<file path="src/rtl/rgbw_pkg.sv">
package rgbw_pkg;

    // three colour planes: index 0 red, 1 green, 2 blue
    localparam int NPLANES = 3;
    localparam int SEL_W   = 2;

    typedef enum logic [1:0] {
        ROP_REPLACE = 2'b00,
        ROP_OR      = 2'b01,
        ROP_AND     = 2'b10,
        ROP_XOR     = 2'b11
    } rop_e;

    typedef struct packed {
        rop_e             rop;
        logic [SEL_W-1:0] sel;
    } mode_t;

    typedef enum logic {
        SEQ_IDLE  = 1'b0,
        SEQ_WRITE = 1'b1
    } seq_e;

    // plane select to one-hot enable; code 3 selects nothing
    function automatic logic [NPLANES-1:0] sel_onehot(input logic [SEL_W-1:0] s);
        logic [NPLANES-1:0] r;
        r = '0;
        for (int p = 0; p < NPLANES; p++) begin
            if (s == SEL_W'(p)) r[p] = 1'b1;
        end
        return r;
    endfunction

endpackage

</file>
<file path="src/rtl/rgbw_regs.sv">
module rgbw_regs
    import rgbw_pkg::*;
#(
    parameter int               IO_W      = 8,
    parameter int               BYTE_W    = 8,
    parameter logic [IO_W-1:0]  MODE_PORT = 8'hA9,
    parameter logic [IO_W-1:0]  PAGE_PORT = 8'hAD,
    parameter logic [IO_W-1:0]  MASK_PORT = 8'hAA
) (
    input  logic                            clk,
    input  logic                            rst,
    input  logic                            io_wr,
    input  logic [IO_W-1:0]                 io_addr,
    input  logic [BYTE_W-1:0]               io_wdata,
    output logic [NPLANES-1:0][BYTE_W-1:0]  mask,
    output mode_t                           mode,
    output logic                            direct_en
);

    localparam int ROP_LSB = 4;

    logic  mode_hit, page_hit;
    mode_t mode_q;
    logic  direct_q;

    assign mode_hit = io_wr && (io_addr == MODE_PORT);
    assign page_hit = io_wr && (io_addr == PAGE_PORT);

    for (genvar p = 0; p < NPLANES; p++) begin : g_mask
        localparam logic [IO_W-1:0] PORT_P = MASK_PORT + IO_W'(p);
        logic [BYTE_W-1:0] mask_q;
        always_ff @(posedge clk) begin
            if (rst)                              mask_q <= '0;
            else if (io_wr && io_addr == PORT_P)  mask_q <= io_wdata;
        end
        assign mask[p] = mask_q;
    end

    always_ff @(posedge clk) begin
        if (rst) begin
            mode_q   <= '{rop: ROP_REPLACE, sel: '0};
            direct_q <= 1'b0;
        end else begin
            if (mode_hit) begin
                mode_q.sel <= io_wdata[SEL_W-1:0];
                mode_q.rop <= rop_e'(io_wdata[ROP_LSB +: 2]);
            end
            if (page_hit) direct_q <= io_wdata[0];
        end
    end

    assign mode      = mode_q;
    assign direct_en = direct_q;


    reset_state_chk: assert property (@(posedge clk) disable iff (rst)
        $past(rst) |-> (mask == '0 && mode_q.sel == '0 && mode_q.rop == ROP_REPLACE && !direct_q));


    mode_hold_chk: assert property (@(posedge clk) disable iff (rst)
        !mode_hit |=> $stable(mode_q));


    page_hold_chk: assert property (@(posedge clk) disable iff (rst)
        !page_hit |=> $stable(direct_q));

endmodule

</file>
<file path="src/rtl/rgbw_blend.sv">
module rgbw_blend
    import rgbw_pkg::*;
#(
    parameter int BYTE_W = 8
) (
    input  rop_e              rop,
    input  logic [BYTE_W-1:0] old_px,
    input  logic [BYTE_W-1:0] src_px,   // host data already ANDed with mask
    input  logic [BYTE_W-1:0] mask,
    output logic [BYTE_W-1:0] new_px
);

    always_comb begin
        unique case (rop)
            ROP_REPLACE: new_px = (old_px & ~mask) | src_px;
            ROP_OR:      new_px = old_px | src_px;
            ROP_AND:     new_px = old_px & src_px;
            ROP_XOR:     new_px = old_px ^ src_px;
            default:     new_px = old_px;
        endcase
    end

endmodule

</file>
<file path="src/rtl/rgbw_seq.sv">
module rgbw_seq
    import rgbw_pkg::*;
#(
    parameter int ADDR_W = 14,
    parameter int BYTE_W = 8
) (
    input  logic                            clk,
    input  logic                            rst,
    input  logic                            mem_req,
    input  logic                            mem_we,
    input  logic [ADDR_W-1:0]               mem_addr,
    input  logic [BYTE_W-1:0]               mem_wdata,
    output logic [BYTE_W-1:0]               mem_rdata,
    output logic                            mem_rvalid,
    output logic                            busy,
    input  logic                            direct_en,
    input  mode_t                           mode,
    input  logic [NPLANES-1:0][BYTE_W-1:0]  mask,
    output logic [NPLANES-1:0]              plane_re,
    output logic [NPLANES-1:0]              plane_we,
    output logic [ADDR_W-1:0]               plane_addr,
    output logic [NPLANES-1:0][BYTE_W-1:0]  plane_wdata,
    input  logic [NPLANES-1:0][BYTE_W-1:0]  plane_rdata
);

    seq_e                           state_q;
    logic [ADDR_W-1:0]              addr_q;
    logic [NPLANES-1:0][BYTE_W-1:0] src_q;
    logic [NPLANES-1:0][BYTE_W-1:0] msk_q;
    logic [NPLANES-1:0][BYTE_W-1:0] blended;
    rop_e                           rop_q;
    logic [SEL_W-1:0]               rsel_q;
    logic                           rvalid_q;

    logic               accept, cw_go, dw_go, rd_go, in_write;
    logic [NPLANES-1:0] sel_hot;

    assign in_write = (state_q == SEQ_WRITE);
    assign accept   = mem_req && !in_write;
    assign cw_go    = accept && mem_we && !direct_en;
    assign dw_go    = accept && mem_we && direct_en;
    assign rd_go    = accept && !mem_we;
    assign sel_hot  = sel_onehot(mode.sel);

    always_ff @(posedge clk) begin
        if (rst) begin
            state_q  <= SEQ_IDLE;
            rvalid_q <= 1'b0;
            rsel_q   <= '0;
            addr_q   <= '0;
            rop_q    <= ROP_REPLACE;
            src_q    <= '0;
            msk_q    <= '0;
        end else begin
            state_q  <= cw_go ? SEQ_WRITE : SEQ_IDLE;
            rvalid_q <= rd_go;
            if (rd_go) rsel_q <= mode.sel;
            if (cw_go) begin
                addr_q <= mem_addr;
                rop_q  <= mode.rop;
                for (int p = 0; p < NPLANES; p++) begin
                    src_q[p] <= mem_wdata & mask[p];
                    msk_q[p] <= mask[p];
                end
            end
        end
    end

    for (genvar p = 0; p < NPLANES; p++) begin : g_plane
        rgbw_blend #(.BYTE_W(BYTE_W)) u_blend (
            .rop    (rop_q),
            .old_px (plane_rdata[p]),
            .src_px (src_q[p]),
            .mask   (msk_q[p]),
            .new_px (blended[p])
        );
        assign plane_wdata[p] = in_write ? blended[p] : mem_wdata;
    end

    assign plane_addr = in_write ? addr_q : mem_addr;
    assign plane_re   = (cw_go ? {NPLANES{1'b1}} : '0) | (rd_go ? sel_hot : '0);
    assign plane_we   = in_write ? {NPLANES{1'b1}} : (dw_go ? sel_hot : '0);
    assign busy       = in_write;
    assign mem_rvalid = rvalid_q;

    always_comb begin
        mem_rdata = '1;
        for (int p = 0; p < NPLANES; p++) begin
            if (rsel_q == SEL_W'(p)) mem_rdata = plane_rdata[p];
        end
    end


    busy_one_cycle_chk: assert property (@(posedge clk) disable iff (rst)
        busy |=> !busy);


    cw_all_planes_chk: assert property (@(posedge clk) disable iff (rst)
        busy |-> (plane_we == {NPLANES{1'b1}} && plane_addr == $past(mem_addr)));


    direct_single_plane_chk: assert property (@(posedge clk) disable iff (rst)
        !busy |-> ($countones(plane_we) <= 1));


    sel_none_nowrite_chk: assert property (@(posedge clk) disable iff (rst)
        (!busy && mode.sel == 2'b11) |-> (plane_we == '0));


    rvalid_timing_chk: assert property (@(posedge clk) disable iff (rst)
        mem_rvalid |-> $past(mem_req && !mem_we && !busy));


    busy_ignore_chk: assert property (@(posedge clk) disable iff (rst)
        busy |=> (!mem_rvalid && !busy));

endmodule

</file>
<file path="src/rtl/rgb_plane_writer.sv">
module rgb_plane_writer
    import rgbw_pkg::*;
#(
    parameter int               ADDR_W    = 14,
    parameter int               BYTE_W    = 8,
    parameter int               IO_W      = 8,
    parameter logic [IO_W-1:0]  MODE_PORT = 8'hA9,
    parameter logic [IO_W-1:0]  PAGE_PORT = 8'hAD,
    parameter logic [IO_W-1:0]  MASK_PORT = 8'hAA,
    localparam int              FLAT_W    = NPLANES * BYTE_W
) (
    input  logic                clk,
    input  logic                rst,
    input  logic                io_wr,
    input  logic [IO_W-1:0]     io_addr,
    input  logic [BYTE_W-1:0]   io_wdata,
    input  logic                mem_req,
    input  logic                mem_we,
    input  logic [ADDR_W-1:0]   mem_addr,
    input  logic [BYTE_W-1:0]   mem_wdata,
    output logic [BYTE_W-1:0]   mem_rdata,
    output logic                mem_rvalid,
    output logic                mem_busy,
    output logic [NPLANES-1:0]  plane_re,
    output logic [NPLANES-1:0]  plane_we,
    output logic [ADDR_W-1:0]   plane_addr,
    output logic [FLAT_W-1:0]   plane_wdata,
    input  logic [FLAT_W-1:0]   plane_rdata
);

    logic [NPLANES-1:0][BYTE_W-1:0] mask;
    logic [NPLANES-1:0][BYTE_W-1:0] wdata_2d;
    logic [NPLANES-1:0][BYTE_W-1:0] rdata_2d;
    mode_t                          mode;
    logic                           direct_en;

    assign rdata_2d    = plane_rdata;
    assign plane_wdata = wdata_2d;

    rgbw_regs #(
        .IO_W      (IO_W),
        .BYTE_W    (BYTE_W),
        .MODE_PORT (MODE_PORT),
        .PAGE_PORT (PAGE_PORT),
        .MASK_PORT (MASK_PORT)
    ) u_regs (
        .clk       (clk),
        .rst       (rst),
        .io_wr     (io_wr),
        .io_addr   (io_addr),
        .io_wdata  (io_wdata),
        .mask      (mask),
        .mode      (mode),
        .direct_en (direct_en)
    );

    rgbw_seq #(
        .ADDR_W (ADDR_W),
        .BYTE_W (BYTE_W)
    ) u_seq (
        .clk         (clk),
        .rst         (rst),
        .mem_req     (mem_req),
        .mem_we      (mem_we),
        .mem_addr    (mem_addr),
        .mem_wdata   (mem_wdata),
        .mem_rdata   (mem_rdata),
        .mem_rvalid  (mem_rvalid),
        .busy        (mem_busy),
        .direct_en   (direct_en),
        .mode        (mode),
        .mask        (mask),
        .plane_re    (plane_re),
        .plane_we    (plane_we),
        .plane_addr  (plane_addr),
        .plane_wdata (wdata_2d),
        .plane_rdata (rdata_2d)
    );

endmodule

</file>
<file path="config.mk">
export PLATFORM = sky130hd
export DESIGN_NAME = rgb_plane_writer
export DESIGN_NICKNAME = d
export VERILOG_FILES = /design/src/rtl/rgbw_pkg.sv /design/src/rtl/rgbw_regs.sv /design/src/rtl/rgbw_blend.sv /design/src/rtl/rgbw_seq.sv /design/src/rtl/rgb_plane_writer.sv
export SDC_FILE = /design/constraint.sdc
export NUM_CORES = 1
export LEC_CHECK = 0
export ABC_CLOCK_PERIOD_IN_PS = 1700
export BUFFER_PORTS_ARGS = -buffer_cell sky130_fd_sc_hd__buf_2
export CAP_MARGIN = 10
export CORE_MARGIN = 3
export CORE_UTILIZATION = 55
export CTS_BUF_LIST = sky130_fd_sc_hd__clkbuf_16
export CTS_CLUSTER_SIZE = 30
export DETAILED_ROUTE_END_ITERATION = 8
export GPL_ROUTABILITY_DRIVEN = 1
export HOLD_SLACK_MARGIN = 0.03
export PLACE_DENSITY = 0.79
export SETUP_SLACK_MARGIN = 0.1
export SYNTH_ARGS = -nofsm -noshare
export SYNTH_HDL_FRONTEND = slang
export SYNTH_SLANG_ARGS = --single-unit
</file>
<file path="constraint.sdc">
create_clock -name clk -period 1.7 [get_ports clk]
set_input_delay 0.085 -clock clk [delete_from_list [all_inputs] [get_ports clk]]
set_output_delay 0.085 -clock clk [all_outputs]
set_load 0.05 [all_outputs]
</file>
==> flow_metrics.tcl <==
set metrics [dict create \
    dieArea_mm2 0.0109 \
    whs_ns 0.0446 \
    dp_cells 834 \
    boundaryPins 121 \
    leakagePower_nw 2.87 \
    final-setup-viol-count 23 \
    arrival_ns 1.74 \
    p_sw_frac 0.301 \
    power_density_mw_per_mm2 700 \
    total_power_mw 5.29 \
    clockBufferDepth 2 \
    grt_usage 0.287 \
    worstPathRequired_ns 1.62 \
    syn2layout_area_growth_pct 42.2 \
    netlist_area_mm2 0.00531 \
    p_int_mw 3.70 \
    coreArea_mm2 0.00933 \
    routabilityCongestion 0.802 \
    instances_no_fill 874 \
    seq_area_frac_synth 0.365 \
    die_y_um 104 \
    wirelength_um 17300 \
    hold_viol 0 \
    seq_power_share 0.435 \
    vdd_drop_max_mv 0.491 \
    avgSynthCellArea_um2 8.64 \
    hp-start "mem_wdata[1]" \
    dpl.hpwl_um 10300 \
    cp-end-kind "output pin" \
    route.detailed.drc 0 \
    final_util 0.810 \
    ys_warn_count 0 \
    path_max_fanout 24 \
    max_cap_violations 0 \
    layout-drive-gt1-share 0.398 \
    syn_inst 615 \
    yosysUniqueCellTypes 32 \
    port_buffers 120 \
    overflow 0 \
    final_cell_mix "nand2_1 (106), buf_2 (80), dfxtp_1 (77), a21oi_1 (64), nand2b_1 (58)" \
    num_vias 5274 \
    start_util 0.570 \
    postRouteAntennaNets 0 \
    htree_levels 3 \
    rows 35 \
    rsz0062_at_grt "yes" \
    crit_type "reg -> out" \
    grt_pass1_vias 5055 \
    timing.rr.start "u_seq.busy" \
    synth-seq-cells 97 \
    antenna_found_initial 1 \
    drt_iter0_markers 606 \
    worst_slack_ns -0.122 \
    crit_start "u_seq.rop_q[0]" \
    pre_cts_ws_ns 0.134 \
    clockRootBuffer "clkbuf_16" \
    routedWlPerCell_um 19.8 \
    avgViaCountPerCell 6.03 \
    violations "setup timing" \
    die_w_um 104 \
    worst_pin_slew_ns 0.616 \
    first_pass_iters 5 \
    final.min_clock_period_ns 1.82 \
    fin_skew_ns 0.00724 \
    power_frac_clock 0.353 \
    nets 831 \
    max_slew_margin 0.588 \
    min_path_type "in -> reg" \
    clk_pin_slew_worst_paths_ns 0.06 \
    nFillCells 530 \
    grt_max_degree 57 \
    clk_latency_ns 0.35 \
    cts_sinks 97 \
    cp-start-kind "flop" \
    syn-num-nets 706 \
    fin_crit_sh 1.07 \
    grt_pass1_wl_um 25600 \
    cts_buffers 9 \
    final_common_cell "nand2_1" \
    netSwitchingPower_mw 1.59 \
    comb_power_share 0.212 \
    max_freq_mhz 549 \
    tritoncts "built" \
    drv_slew 0 \
    status "finished with violations" \
    r2r_slack_ns 0.16 \
]
[synth_stat cells]
| master | number | share of area |
|---|---|---|
| a21oi_1 | 64 | 0.060 |
| buf_2 | 10 | 0.0094 |
| o31ai_1 | 26 | 0.037 |
| and4bb_1 | 1 | 0.0024 |
| nand3_1 | 25 | 0.024 |
| nand3b_1 | 1 | 0.0014 |
| clkinv_1 | 1 | 0.00071 |
| nor4bb_1 | 1 | 0.0019 |
| and3_1 | 1 | 0.0012 |
| ha_1 | 24 | 0.057 |
| and4b_1 | 1 | 0.0019 |
| or3b_1 | 1 | 0.0016 |
| dfxtp_1 | 97 | 0.37 |
| nand4b_1 | 1 | 0.0016 |
| mux2_2 | 22 | 0.047 |
| inv_1 | 1 | 0.00071 |
| and4bb_2 | 1 | 0.0024 |
| clkbuf_1 | 25 | 0.018 |
| a211oi_1 | 24 | 0.034 |
| buf_4 | 9 | 0.013 |
| o21ai_0 | 4 | 0.0038 |
| nor3_1 | 1 | 0.00094 |
| buf_6 | 3 | 0.0064 |
| nand4bb_1 | 2 | 0.0042 |
| nand3_2 | 1 | 0.0019 |
| nor3_2 | 1 | 0.0019 |
| nand2_1 | 112 | 0.079 |
| nor2_1 | 4 | 0.0028 |
| nand2b_1 | 64 | 0.075 |
| and2_1 | 24 | 0.028 |
| o22a_1 | 8 | 0.013 |
| mux2i_1 | 55 | 0.10 |
[repair_timing]
action | CTS | global route
endpoints found under the hold margin | 14 | 0
resized for setup | 126 | 53
setup buffers | 4 | 3
setup endpoints to repair | 43 | 92
cloned | 2 | 1
hold buffers | 14 | 0
pin swaps | 30 | 8
[layer usage]
metal | share of wire | up-vias | track usage | wire [µm]
met5 | 0 | - | 0 | 0
met4 | 0.023 | 0 | 0.0931 | 391
met3 | 0.081 | 41 | 0.0447 | 1410
met2 | 0.49 | 265 | 0.480 | 8480
met1 | 0.41 | 2564 | 0.379 | 7000
li1 | - | 2404 | - | -
[power groups by stage]
| stage | combinational (mW) | clock (mW) | sequential, mW |
|---|---|---|---|
| CTS | 1.07 | 1.87 | 2.30 |
| detailed placement | 0.930 | 0 | 2.35 |
| global route | 1.17 | 1.99 | 2.30 |
| floorplan | 0.677 | 0 | 2.35 |
| global placement | 0.913 | 0 | 2.35 |
| finish | 1.12 | 1.87 | 2.30 |
[registers in the layout, summed over array words and instances, names as in the netlist]
name	flops
u_regs.g_mask.mask_q	24
u_seq.mem_rvalid	1
u_regs.direct_en	1
u_seq.rop_q	2
u_regs.mode	4
u_seq.addr_q	14
u_seq.rsel_q	2
u_seq.busy	1
u_seq.msk_q	24
u_seq.src_q	24
[worst max-delay path: stages (launching register included)]
cell and delay (ns):
dfxtp_4 0.40, buf_16 0.18, nand2b_1 0.19, a211oi_2 0.35, o31ai_4 0.10, buf_6 0.17
[kinds of logic (layout without fill, tap and decap cells)]
group	Yosys count	after routing	share of synthesized area
adder cells (fa/ha/maj)	24	24	0.0565
buffers and inverters	49	178	0.0476
AND/OR/NAND/NOR	242	242	0.232
multiplexers	77	77	0.150
AO/OA/AOI/OAI	126	126	0.148
flip-flops	97	97	0.365
other	0	1	0
[layout make-up]
cell class              instances  area [µm²]  area share
inverters                       2        15.0     0.00199
repair buffers                161        1340       0.177
diodes                          1        2.50    0.000331
clock buffers                   9         225      0.0298
clock inverters                 6        45.0     0.00596
flip-flops and latches         97        1970       0.261
multi-input cells             469        3800       0.503
well taps                     129         161      0.0214
[worst paths after layout]
kind                       to  cells after the start
max            plane_wdata[0]                      5
min            u_seq.src_q[9]                      3
max reg2reg  u_seq.addr_q[12]                      6
min reg2reg  u_seq.addr_q[10]                      2
[stage by stage]
| stage | TNS, ns | instance area (µm²) |
|---|---|---|
| after floorplan | -0.0128 | 5720 |
| after global placement | 0 | 6420 |
| after detailed placement | 0 | 6420 |
| after CTS | -0.594 | 7330 |
| after global routing | -1.92 | 7550 |
| final | -1.18 | 7550 |
Power figures use the tool's default switching activity.
